$ cat src/rtl/pkt_win_pkg.sv
package pkt_win_pkg;
  localparam int PTR_W        = 16;
  localparam int BYTE_W       = 8;
  localparam int RX_SEL_BIT   = 15;
  localparam int AUTO_INC_BIT = 14;
  localparam logic [BYTE_W-1:0] HI_RD_MASK = 8'hF7;

  typedef enum logic [2:0] {
    SEL_PTR_LO = 3'd0,
    SEL_PTR_HI = 3'd1,
    SEL_RSV_A  = 3'd2,
    SEL_RSV_B  = 3'd3,
    SEL_WIN_0  = 3'd4,
    SEL_WIN_1  = 3'd5,
    SEL_WIN_2  = 3'd6,
    SEL_WIN_3  = 3'd7
  } host_sel_e;
endpackage

$ cat src/rtl/pkt_win_ptr.sv
module pkt_win_ptr
  import pkt_win_pkg::*;
#(
  parameter int OFFS_W = 11
) (
  input  logic              clk_i,
  input  logic              rst_ni,
  input  logic              wr_lo_i,
  input  logic              wr_hi_i,
  input  logic [BYTE_W-1:0] wdata_i,
  input  logic              adv_i,
  output logic [PTR_W-1:0]  ptr_o
);
  logic [PTR_W-1:0] ptr_q;

  always_ff @(posedge clk_i or negedge rst_ni) begin
    if (!rst_ni) begin
      ptr_q <= '0;
    end else if (wr_lo_i) begin
      ptr_q[BYTE_W-1:0] <= wdata_i;
    end else if (wr_hi_i) begin
      ptr_q[PTR_W-1:BYTE_W] <= wdata_i;
    end else if (adv_i) begin
      // step wraps inside the offset field only
      ptr_q[OFFS_W-1:0] <= ptr_q[OFFS_W-1:0] + 1'b1;
    end
  end

  assign ptr_o = ptr_q;

  assert_adv_wraps_offset_R6: assert property (@(posedge clk_i) disable iff (!rst_ni)
    adv_i |=> (ptr_o[OFFS_W-1:0] == OFFS_W'($past(ptr_o[OFFS_W-1:0]) + 1'b1)) &&
              (ptr_o[PTR_W-1:OFFS_W] == $past(ptr_o[PTR_W-1:OFFS_W])));

  assert_ptr_held_R7: assert property (@(posedge clk_i) disable iff (!rst_ni)
    (!adv_i && !wr_lo_i && !wr_hi_i) |=> $stable(ptr_o));

  assert_one_ptr_update_R2: assert property (@(posedge clk_i) disable iff (!rst_ni)
    $countones({wr_lo_i, wr_hi_i, adv_i}) <= 1);
endmodule

$ cat src/rtl/pkt_win_page_sel.sv
module pkt_win_page_sel #(
  parameter int PAGE_W    = 8,
  parameter int NUM_PAGES = 4,
  localparam int PG_IDX_W = $clog2(NUM_PAGES)
) (
  input  logic [PAGE_W-1:0]   rx_head_i,
  input  logic [PAGE_W-1:0]   pkt_num_i,
  input  logic                use_rx_i,
  output logic [PG_IDX_W-1:0] page_idx_o,
  output logic                page_ok_o
);
  logic [PAGE_W-1:0] page;

  assign page       = use_rx_i ? rx_head_i : pkt_num_i;
  assign page_idx_o = page[PG_IDX_W-1:0];

  generate
    if ((1 << PG_IDX_W) == NUM_PAGES) begin : g_pow2
      assign page_ok_o = (page[PAGE_W-1:PG_IDX_W] == '0);
    end else begin : g_cmp
      assign page_ok_o = (page < PAGE_W'(NUM_PAGES));
    end
  endgenerate
endmodule

$ cat src/rtl/pkt_win_addr.sv
module pkt_win_addr #(
  parameter int OFFS_W   = 11,
  parameter int PG_IDX_W = 2,
  localparam int ADDR_W  = PG_IDX_W + OFFS_W
) (
  input  logic [OFFS_W-1:0]   offs_i,
  input  logic [1:0]          win_i,
  input  logic                auto_inc_i,
  input  logic [PG_IDX_W-1:0] page_idx_i,
  output logic [ADDR_W-1:0]   addr_o
);
  logic [OFFS_W-1:0] offs_eff;

  // fixed-pointer mode adds the window byte; auto-inc mode ignores it
  always_comb begin
    if (auto_inc_i) offs_eff = offs_i;
    else            offs_eff = offs_i + OFFS_W'(win_i);
  end

  assign addr_o = {page_idx_i, offs_eff};
endmodule

$ cat src/rtl/pkt_ram_window.sv
module pkt_ram_window
  import pkt_win_pkg::*;
#(
  parameter int OFFS_W    = 11,
  parameter int PAGE_W    = 8,
  parameter int NUM_PAGES = 4,
  localparam int PG_IDX_W = $clog2(NUM_PAGES),
  localparam int ADDR_W   = PG_IDX_W + OFFS_W
) (
  input  logic              clk_i,
  input  logic              rst_ni,
  input  logic              host_rd_i,
  input  logic              host_wr_i,
  input  logic [2:0]        host_sel_i,
  input  logic [BYTE_W-1:0] host_wdata_i,
  output logic [BYTE_W-1:0] host_rdata_o,
  input  logic [PAGE_W-1:0] rx_head_i,
  input  logic [PAGE_W-1:0] pkt_num_i,
  output logic [ADDR_W-1:0] ram_addr_o,
  output logic [BYTE_W-1:0] ram_wdata_o,
  output logic              ram_we_o,
  output logic              ram_re_o,
  input  logic [BYTE_W-1:0] ram_rdata_i
);
  logic [PTR_W-1:0]    ptr;
  logic [PG_IDX_W-1:0] page_idx;
  logic                page_ok;
  logic                is_win;
  logic                win_acc;
  logic                wr_lo, wr_hi, adv;

  assign is_win  = host_sel_i[2];
  assign win_acc = (host_rd_i | host_wr_i) & is_win & page_ok;
  assign wr_lo   = host_wr_i & (host_sel_i == SEL_PTR_LO);
  assign wr_hi   = host_wr_i & (host_sel_i == SEL_PTR_HI);
  assign adv     = win_acc & ptr[AUTO_INC_BIT];

  pkt_win_ptr #(.OFFS_W(OFFS_W)) u_ptr (
    .clk_i   (clk_i),
    .rst_ni  (rst_ni),
    .wr_lo_i (wr_lo),
    .wr_hi_i (wr_hi),
    .wdata_i (host_wdata_i),
    .adv_i   (adv),
    .ptr_o   (ptr)
  );

  pkt_win_page_sel #(.PAGE_W(PAGE_W), .NUM_PAGES(NUM_PAGES)) u_page (
    .rx_head_i  (rx_head_i),
    .pkt_num_i  (pkt_num_i),
    .use_rx_i   (ptr[RX_SEL_BIT]),
    .page_idx_o (page_idx),
    .page_ok_o  (page_ok)
  );

  pkt_win_addr #(.OFFS_W(OFFS_W), .PG_IDX_W(PG_IDX_W)) u_addr (
    .offs_i     (ptr[OFFS_W-1:0]),
    .win_i      (host_sel_i[1:0]),
    .auto_inc_i (ptr[AUTO_INC_BIT]),
    .page_idx_i (page_idx),
    .addr_o     (ram_addr_o)
  );

  assign ram_wdata_o = host_wdata_i;
  assign ram_we_o    = host_wr_i & is_win & page_ok;
  assign ram_re_o    = host_rd_i & is_win & page_ok;

  always_comb begin
    unique case (host_sel_i)
      SEL_PTR_LO: host_rdata_o = ptr[BYTE_W-1:0];
      SEL_PTR_HI: host_rdata_o = ptr[PTR_W-1:BYTE_W] & HI_RD_MASK;
      SEL_WIN_0, SEL_WIN_1, SEL_WIN_2, SEL_WIN_3:
                  host_rdata_o = page_ok ? ram_rdata_i : '0;
      default:    host_rdata_o = '0;
    endcase
  end

  assert_single_strobe_R9: assert property (@(posedge clk_i) disable iff (!rst_ni)
    !(host_rd_i && host_wr_i));

  assert_we_tracks_host_R9: assert property (@(posedge clk_i) disable iff (!rst_ni)
    ram_we_o |-> (host_wr_i && ram_wdata_o == host_wdata_i && !ram_re_o));

  assert_bad_page_reads_zero_R8: assert property (@(posedge clk_i) disable iff (!rst_ni)
    (host_rd_i && is_win && !ram_re_o) |-> (host_rdata_o == '0));

  assert_hi_read_masked_R3: assert property (@(posedge clk_i) disable iff (!rst_ni)
    (host_sel_i == SEL_PTR_HI) |-> (host_rdata_o[3] == 1'b0));
endmodule

$ cat config.mk
export PLATFORM = sky130hd
export DESIGN_NAME = pkt_ram_window
export DESIGN_NICKNAME = d
export VERILOG_FILES = /design/src/rtl/pkt_win_pkg.sv /design/src/rtl/pkt_win_ptr.sv /design/src/rtl/pkt_win_page_sel.sv /design/src/rtl/pkt_win_addr.sv /design/src/rtl/pkt_ram_window.sv
export SDC_FILE = /design/constraint.sdc
export NUM_CORES = 1
export LEC_CHECK = 0
export ABC_CLOCK_PERIOD_IN_PS = 4750
export BUFFER_PORTS_ARGS = -buffer_cell sky130_fd_sc_hd__buf_2
export CAP_MARGIN = 25
export CORE_MARGIN = 4
export CORE_UTILIZATION = 45
export DETAILED_ROUTE_END_ITERATION = 10
export PLACE_DENSITY_LB_ADDON = 0.1
export SKIP_CTS_REPAIR_TIMING = 1
export SYNTH_ARGS = -nofsm -noshare
export SYNTH_HDL_FRONTEND = slang
export SYNTH_SLANG_ARGS = --single-unit
$ cat constraint.sdc
create_clock -name clk_i -period 4.75 [get_ports clk_i]
set_input_delay 0.95 -clock clk_i [delete_from_list [all_inputs] [get_ports clk_i]]
set_output_delay 0.95 -clock clk_i [all_outputs]
set_load 0.05 [all_outputs]
==> results of run 1 <==
==> cells in the final DEF (no fill, tap or decap), drive strengths merged, types with 2 or more instances in the layout <==
cell	instances
nor2	11
xnor2	8
xor2	8
ha	3
and2	4
nand4	4
a222oi	7
a31oi	2
nand2	14
nand2b	2
o21ai	6
buf	72
nor3b	3
nand3	9
nor3	2
a2111oi	2
inv	8
mux2	7
or4	3
nor4	3
dfrtp	15
a21oi	9
a211oi	3
clkbuf	4
==> per-layer routing <==
| layer | wire (um) | vias to the layer above | track usage (%) |
|---|---|---|---|
| met5 | 0 | - | 0 |
| met4 | 50 | 0 | 6.34 |
| met3 | 395 | 4 | 3.55 |
| met2 | 2090 | 67 | 36.4 |
| met1 | 1760 | 690 | 28.6 |
| li1 | - | 699 | - |
==> through the flow <==
step / utilization, % / hold WS (ns)
after detailed placement: 58.5 / 0.476
final: 59.4 / 0.499
after global routing: 59.4 / 0.549
after global placement: 58.5 / 0.474
after floorplan: - / 0.446
after CTS: 59.4 / 0.497
==> area by class of cell <==
cell class	instances	area [um^2]	area share, %
repair buffers	72	368	21.9
well taps	31	38.8	2.31
multi-input cells	120	843	50.1
inverters	8	30.0	1.79
flip-flops and latches	15	375	22.3
clock buffers	4	26.3	1.56
==> kinds of logic after synthesis <==
kind of cell / count (synthesis) / share of synthesized area (%)
simple gates: 59 / 22.9
compound gates: 34 / 18.6
buf+inv: 28 / 10.6
xor+xnor: 16 / 10.3
flops: 15 / 27.5
mux: 7 / 5.78
fa+ha+maj: 4 / 4.22
==> power breakdown <==
part           internal [mW]  switching (mW)
Combinational          0.106           0.232
Sequential             0.154          0.0591
Clock                 0.0326          0.0442
==> tightest hold or removal path: stages, from the launching register on <==
cell,delay [ns]
dfrtp_1,0.36
nand2_1,0.05
nand2_1,0.06
==> worst paths after layout <==
path	slack (ns)	depth (start not counted)	from	endpoint
setup / recovery	0.66	8	pkt_num_i[2]	host_rdata_o[5]
hold / removal	0.50	2	u_ptr.ptr_o[13]	u_ptr.ptr_o[13]
setup reg to reg	2.73	5	u_ptr.ptr_o[15]	u_ptr.ptr_o[1]
hold reg to reg	0.50	2	u_ptr.ptr_o[13]	u_ptr.ptr_o[13]
max in group asynchronous	3.92	1	rst_ni	u_ptr.ptr_o[12]
min in group asynchronous	0.56	1	rst_ni	u_ptr.ptr_o[14]
==> metrics.txt, run 1 <==
outcome finished, final reports clean; Synth area leaders dfrtp_1 28%, mux2_2 5.8%, a222oi_1 5.1%, xnor2_1 5.1%, xor2_1 5.1%; clock sink count 15; yosys warns 0; DR pass1 iterations 5; Root Buffer clkbuf_4; CTS tree done; Post-synth EDFFs 0; CTS buffer count 3; I/O Pins 70; Rows 19; Synth Net Count 206; port buffer count 69; CP Capture Type primary output; share of the yosys chip area belonging to registers 27.5%; Cell Pwr Density 373 nW/um^2; number of global-route vias before repair 1,383; Synth async-reset ratio 100%; max reg flops 15; floorplan core area 2830 um^2; first-pass GRT wire length 6900 um; delay-heaviest family, CP simple AND/OR/NAND/NOR gates; max-slew violation count 0; Synth Register Bits 15; most common cell in the netlist dfrtp_1; average size of a mapped cell 8.37 um^2; Relative slew margins 44.7%; Worst Tran Pin Value 0.820 ns; top cells by count, synth 15 x dfrtp_1, 14 x nand2_1, 11 x nor2_1; Initial Util 48.2%; placed inst area 1660 um^2; Min-Delay Path Class flop to flop; Fin. Hold Viols 0; post-detailed-route DRC marker count 0; Via Count 1,460; cell area after synthesis 1360 um^2; setup_tns 0 ns; WP data arrival 3.14 ns; GRT Overall Usage 21.7%; final setup fails 0; layout cells sized above 1 39.7%; Max FO, Critical Path 6; Synth area leader dfrtp_1; initial antenna violation count 0; Congestion Overflow GR 0; die area 3980 um^2; post-route setup slack 0.656 ns; Worst-path clk slew 0.09 ns; Syn Inst Count 163; commonest register cell after synthesis dfrtp_1; Routed Antenna Nets 0; Fill cells 263; Clock Path Buffers 2; H-tree Lvls 1; DR iter-0 viols 112; maximum clock rate 0.244 GHz; slowest stage delay, CP 0.53 ns; Placed Cells 246; Max Clock Skew 0.00394 ns; Pwr Total 0.628 mW; final worst-path cycle share 86.2%; Final min period 4.09 ns; placed wire-length estimate 3380 um; WP buf/inv 4; CP startpoint kind primary input; Max VDD drop 261 uV; Ant. Diodes 0; Avg Vias per Cell 5.84; critical path required time 3.80 ns; RSZ-0062 raised after global routing false; Max Cap Viol 0; post-synthesis cell type count 41; gpl congestion 0.970; Final Routed Wirelength 4300 um; wire length per cell 17.2 um; critical path class primary input to primary output; LEAKAGE 0.812 nW; fin nets 263; area growth from synthesis to layout 23.3%; chip width 63.1 um; Place WS 0.661 ns; Post-Layout Inst Area 1680 um^2; largest net degree at the start of global routing 16; Clock Latency Late Sink 0.29 ns; area share of the largest cell type after synthesis 27.5%; Die Height 63.1 um; non-filler cells, final 250; Crit-path slowest cell or4_4; CP cell instances buf_2 -> or4_4 -> or4_4 -> a21oi_1 -> buf_4 -> a222oi_1 -> inv_1 -> buf_2
(Power assumes the default switching activity.)
==> run 2, diff against run 1 <==
Settings changed: CORE_UTILIZATION 45 to 49, SETUP_SLACK_MARGIN set to 0.15.
==> run 2 against run 1 <==
Register-to-register slack about the same. Critical path depth unchanged. Design area down 0.15%. Maximum frequency down 1.3%. Total power down 0.68%. First-iteration DRC count up 29%. Combinational power about the same. Sequential cell count unchanged. Sequential share of layout area about the same. Cell count down 0.40%. Critical path type unchanged.
==> metrics.txt, run 2 (synthesized netlist as in run 1, its figures left out) <==
outcome finished, final reports clean; Rows 18 (-1); layout cells sized above 1 40.2% (+0.46 points); Worst Tran Pin Value 0.791 ns (-0.0287 ns); max reg flops 15 (unchanged); CP Capture Type primary output; wire length per cell 16.3 um (-5.3%); DR pass1 iterations 7 (+2); chip width 60.8 um (-3.6%); final worst-path cycle share 87.3% (+1.1 points); clock sink count 15 (unchanged); Clock Latency Late Sink 0.29 ns (about the same); Min Hold Slack 0.497 ns (-0.00190 ns); CTS buffer count 3 (unchanged); Pwr Total 0.623 mW (-0.68%); WP data arrival 3.20 ns (+0.06 ns); CTS tree done; critical path required time 3.80 ns (about the same); die area 3690 um^2 (-7.1%); Initial Util 53.1% (+4.9 points); Max Clock Skew 0.00304 ns (-0.000898 ns); Congestion Overflow GR 0 (unchanged); placed wire-length estimate 3200 um (-5.4%); Avg Vias per Cell 5.90 (+0.95%); commonest non-fill, non-tap cells in the layout 69 x buf_2, 15 x dfrtp_1, 14 x nand2_1; Max FO, Critical Path 6 (unchanged); Final Util 65.4% (+6.0 points); placed inst area 1650 um^2 (-0.53%); LEAKAGE 0.814 nW (+0.24%); delay-heaviest family, CP simple AND/OR/NAND/NOR gates; Final Routed Wirelength 4050 um (-5.7%); Final min period 4.15 ns (+0.0533 ns); fin nets 263 (unchanged); Root Buffer clkbuf_4; Fin. Hold Viols 0 (unchanged); final setup fails 0 (unchanged); RSZ-0062 raised after global routing false; WP buf/inv 4 (unchanged); Via Count 1,468 (+0.55%); critical path class primary input to primary output; floorplan core area 2570 um^2 (-9.2%); slowest stage delay, CP 0.52 ns (about the same); max-slew violation count 0 (unchanged); Worst-path clk slew 0.09 ns (about the same); setup_tns 0 ns (unchanged); H-tree Lvls 1 (unchanged); Relative slew margins 46.7% (+1.9 points); Crit-path slowest cell or4_4; Max VDD drop 280 uV (+6.9%); commonest non-fill, non-tap cell in the layout buf_2; port buffer count 69 (unchanged); post-detailed-route DRC marker count 0 (unchanged); Cell Pwr Density 371 nW/um^2 (-0.53%); area growth from synthesis to layout 23.1%; I/O Pins 70 (unchanged); CP startpoint kind primary input; Clock Path Buffers 2 (unchanged); Min-Delay Path Class flop to flop; gpl congestion 0.870 (-10%); DR iter-0 viols 144 (+29%); initial antenna violation count 0 (unchanged); largest net degree at the start of global routing 16 (unchanged); Post-Layout Inst Area 1680 um^2 (-0.15%); GRT Overall Usage 23.2% (+1.5 points); first-pass GRT wire length 6390 um (-7.4%); Ant. Diodes 0 (unchanged); number of global-route vias before repair 1,430 (+3.4%); maximum clock rate 0.241 GHz (-1.3%); Die Height 60.8 um (-3.6%); Routed Antenna Nets 0 (unchanged); CP cell instances buf_2 -> or4_4 -> or4_4 -> a21oi_1 -> buf_4 -> a222oi_1 -> inv_1 -> buf_2; Max Cap Viol 0 (unchanged)
-- run 2: changes by cell type in the layout (fill, tap and decap cells not counted), sizes merged --
cell,before,now
clkinv,0,1
buf,72,71
-- run 2: path summary, 6_finish.rpt --
| check | to | start | slack, ns | cells after the start |
|---|---|---|---|---|
| hold / removal | u_ptr.ptr_o[13] | u_ptr.ptr_o[13] | 0.50 | 2 |
| setup / recovery | host_rdata_o[2] | pkt_num_i[2] | 0.60 | 8 |
| min in group asynchronous | u_ptr.ptr_o[14] | rst_ni | 0.55 | 1 |
| max in group asynchronous | u_ptr.ptr_o[3] | rst_ni | 3.94 | 1 |
| setup reg to reg | u_ptr.ptr_o[8] | u_ptr.ptr_o[15] | 2.74 | 4 |
| hold reg to reg | u_ptr.ptr_o[13] | u_ptr.ptr_o[13] | 0.50 | 2 |
-- run 2: layer usage --
layer | global-route usage [%] | vias up | part of all wire (%)
met4 | 9.29 | 0 | 2.4
li1 | - | 696 | -
met2 | 41.1 | 92 | 48
met3 | 2.34 | 11 | 11
met1 | 28.8 | 669 | 39
met5 | 0 | - | 0
-- run 2: area by class of cell --
class | count | area, um^2
Clock buffer | 3 | 22.5
Tap cell | 30 | 37.5
Clock inverter | 1 | 5.00
Inverter | 8 | 30.0
Sequential cell | 15 | 375
Timing Repair Buffer | 72 | 365
Fill cell | 240 | 888
Multi-Input combinational cell | 120 | 843
-- run 2: power by group --
group | switching, mW | internal (mW) | total, mW
sequential | 0.0601 | 0.154 | 0.214
clock | 0.0421 | 0.0313 | 0.0734
combinational | 0.230 | 0.106 | 0.336
total | 0.332 | 0.291 | 0.623
-- run 2: stage by stage --
step	setup slack, ns	cells
2_1_floorplan	0.977	163
3_3_place_gp	0.715	244
3_5_place_dp	0.615	244
4_1_cts	0.615	248
5_1_grt	0.508	249
6_report	0.602	249
-- run 2: worst min-delay path, delay by kind of cell (launching register included) --
kind,cells,cell delay [ns]
flip-flops,1,0.35
AND/OR/NAND/NOR,2,0.12
==> run 3, diff against run 2 <==
Settings changed: ABC_AREA set to 1, CORE_UTILIZATION 49 to 51, SETUP_SLACK_MARGIN 0.15 to unset.
==> run 3 against run 2 <==
Sequential cell count is the same. Critical path depth is the same. Clock power grew 4.9%. Total power grew 3.9%. Global-route usage shrank 1.7 points. Register-to-register slack gained 0.45 ns. Combinational power grew 6.5%. Count of clock-buffer cells in the layout grew 1. Routed wire length grew 0.57%. Cell count grew 29%. Synthesized area grew 9.7%. Worst setup slack gained 0.81 ns. Highest routed layer unchanged.
==> metrics.txt, run 3 <==
outcome finished, final reports clean; CP cell instances buf_2 -> ha_1 -> fa_1 -> nand2_1 -> nor2_1 -> nand2_1 -> xor2_1 -> buf_2; port buffer count 69 (unchanged); final worst-path cycle share 70.3% (-17 points); Placed Cells 316 (+30%); CP startpoint kind primary input; critical path required time 3.80 ns (about the same); Critical R2R Launch u_ptr.ptr_o[1]; Congestion Overflow GR 0 (unchanged); DR pass1 iterations 4 (-3); setup_tns 0 ns (unchanged); commonest non-fill, non-tap cell in the layout nand2_1; area growth from synthesis to layout 19.7%; Final min period 3.34 ns (-0.808 ns); Fin. Hold Viols 0 (unchanged); layout cells sized above 1 28.7% (-11 points); average size of a mapped cell 6.45 um^2 (-23%); placed inst area 1770 um^2 (+7.2%); post-route setup slack 1.41 ns (+0.808 ns); worst hold start u_ptr.ptr_o[12]; Min-Delay Path Class flop to flop; final setup fails 0 (unchanged); clock sink count 15 (unchanged); Crit-path slowest cell fa_1; Initial Util 53.8% (+0.68 points); Root Buffer clkbuf_4; area share of the largest cell type after synthesis 25.1% (-2.4 points); Avg Vias per Cell 5.21 (-12%); commonest non-fill, non-tap cells in the layout 81 x nand2_1, 69 x buf_2, 34 x nand3_1; FF-to-FF path depth 8 (+4); Syn Inst Count 232 (+42%); GRT Overall Usage 21.5% (-1.7 points); Max FO, Critical Path 3 (-3); Worst Hold Depth 2 (unchanged); chip width 62.2 um (+2.3%); Synth Register Bits 15 (unchanged); Rows 19 (+1); Max Cap Viol 0 (unchanged); Die Height 62.2 um (+2.3%); Relative slew margins 75.3% (+29 points); Fill cells 270 (+13%); Ant. Diodes 0 (unchanged); gpl congestion 0.888 (+2.1%); Worst-path clk slew 0.09 ns (about the same); yosys warns 0 (unchanged); DR iter-0 viols 85 (-41%); number of global-route vias before repair 1,522 (+6.4%); placed wire-length estimate 3310 um (+3.4%); Place WS 1.42 ns (+0.801 ns); top cells by count, synth 81 x nand2_1, 34 x nand3_1, 19 x inv_1; Cell Pwr Density 361 nW/um^2 (-2.6%); wire length per cell 12.7 um (-22%); LEAKAGE 1.02 nW (+25%); delay-heaviest family, CP adder cells; share of the yosys chip area belonging to registers 25.1% (-2.4 points); Final Util 64.4% (-0.98 points); Max VDD drop 350 uV (+25%); Final Routed Wirelength 4080 um (+0.57%); WP data arrival 2.39 ns (-0.81 ns); Clock Path Buffers 2 (unchanged); max-slew violation count 0 (unchanged); Synth Net Count 275 (+33%); RSZ-0062 raised after global routing false; max reg flops 15 (unchanged); floorplan core area 2780 um^2 (+8.3%); CP Capture Type primary output; Worst Hold End u_ptr.ptr_o[12]; WP buf/inv 2 (-2); initial antenna violation count 0 (unchanged); Post-Layout Inst Area 1790 um^2 (+6.7%); CTS tree done; CTS buffer count 3 (unchanged); Clock Latency Late Sink 0.29 ns (about the same); die area 3870 um^2 (+4.7%); non-filler cells, final 320 (+29%); H-tree Lvls 1 (unchanged); Max Clock Skew 0.00319 ns (+0.000145 ns); fin nets 333 (+27%); cell area after synthesis 1500 um^2 (+9.7%); Via Count 1,668 (+14%); first-pass GRT wire length 7010 um (+9.7%); post-detailed-route DRC marker count 0 (unchanged); CP Launch Point host_sel_i[0]; Synth area leader dfrtp_1; maximum clock rate 0.299 GHz (+24%); Worst Tran Pin Value 0.370 ns (-0.421 ns); FF-to-FF End u_ptr.ptr_o[8]; slowest stage delay, CP 0.38 ns (-0.14 ns); Routed Antenna Nets 0 (unchanged); R2R Setup Slk 3.19 ns (+0.45 ns); I/O Pins 70 (unchanged); commonest register cell after synthesis dfrtp_1; Synth async-reset ratio 100% (unchanged); post-synthesis cell type count 28 (-32%); largest net degree at the start of global routing 18 (+2); critical path class primary input to primary output; most common cell in the netlist nand2_1; Post-synth EDFFs 0 (unchanged); Synth area leaders dfrtp_1 25%, nand2_1 20%, nand3_1 11%, xor2_1 5.3%, inv_1 4.8%
==> run 3: changes by cell type in the layout (fill, tap and decap cells not counted), moves of 6 or more <==
cell	previous run	this run
o21ai_0	4	10
nand3_1	9	34
inv_1	8	19
a222oi_1	7	0
xnor2_1	8	2
mux2_2	7	0
nand2_1	14	81
o211ai_1	1	7
a21oi_1	9	2
==> run 3: worst reg2reg max path, cell delays in order (launching register included) <==
cell     delay [ns]
dfrtp_1        0.51
ha_1           0.30
nand3_1        0.15
inv_1          0.15
nand3_1        0.09
nand3_1        0.10
nand2_1        0.06
nand2_1        0.06
nand2_1        0.04
==> run 3: logic make-up (layout without fill, tap and decap cells) <==
logic type | count (synthesis) | count (layout) | synth area share (%)
DFF | 15 | 15 | 25.1
buffers and inverters | 37 | 94 | 13.0
xor gates and xnor gates | 11 | 11 | 6.44
and+or+nand+nor | 141 | 141 | 41.6
AOI/OAI and AO/OA | 24 | 24 | 10.0
adders and majority gates | 4 | 4 | 3.85
==> run 3: how the worst max path moves through the flow <==
stage,to,slack [ns],cells past startpoint
global route,ram_addr_o[8],1.32,8
detailed placement,ram_addr_o[8],1.42,8
global placement,ram_addr_o[8],1.45,8
finish,ram_addr_o[8],1.41,8
floorplan,ram_addr_o[8],1.26,6
CTS,ram_addr_o[8],1.41,8
==> run 3: stage by stage <==
stage	hold slack [ns]	total power [mW]
finish	0.498	0.648
global route	0.546	0.699
CTS	0.500	0.648
detailed placement	0.478	0.573
global placement	0.470	0.570
floorplan	0.453	0.488
==> run 3: routing by layer <==
| metal | global-route usage [%] | part of all wire [%] | routed length, um |
|---|---|---|---|
| met1 | 28.2 | 44 | 1810 |
| met2 | 33.9 | 43 | 1760 |
| met3 | 5.77 | 11 | 463 |
| met4 | 7.05 | 1.2 | 48 |
| met5 | 0 | 0 | 0 |
==> run 3: cell type report <==
type / count / area (um^2) / area share [%]
sequential: 15 / 375 / 20.9
tap: 31 / 38.8 / 2.16
timing repair buffer: 69 / 345 / 19.3
clock buffer: 4 / 26.3 / 1.47
inverter: 21 / 78.8 / 4.40
multi-input combinational: 180 / 927 / 51.7
==> run 3: power by group <==
group          internal [mW]  leakage (nW)  switching, mW
registers              0.157         0.196         0.0554
logic                  0.105         0.805          0.253
clock network         0.0327        0.0150         0.0443
total                  0.295          1.02          0.353
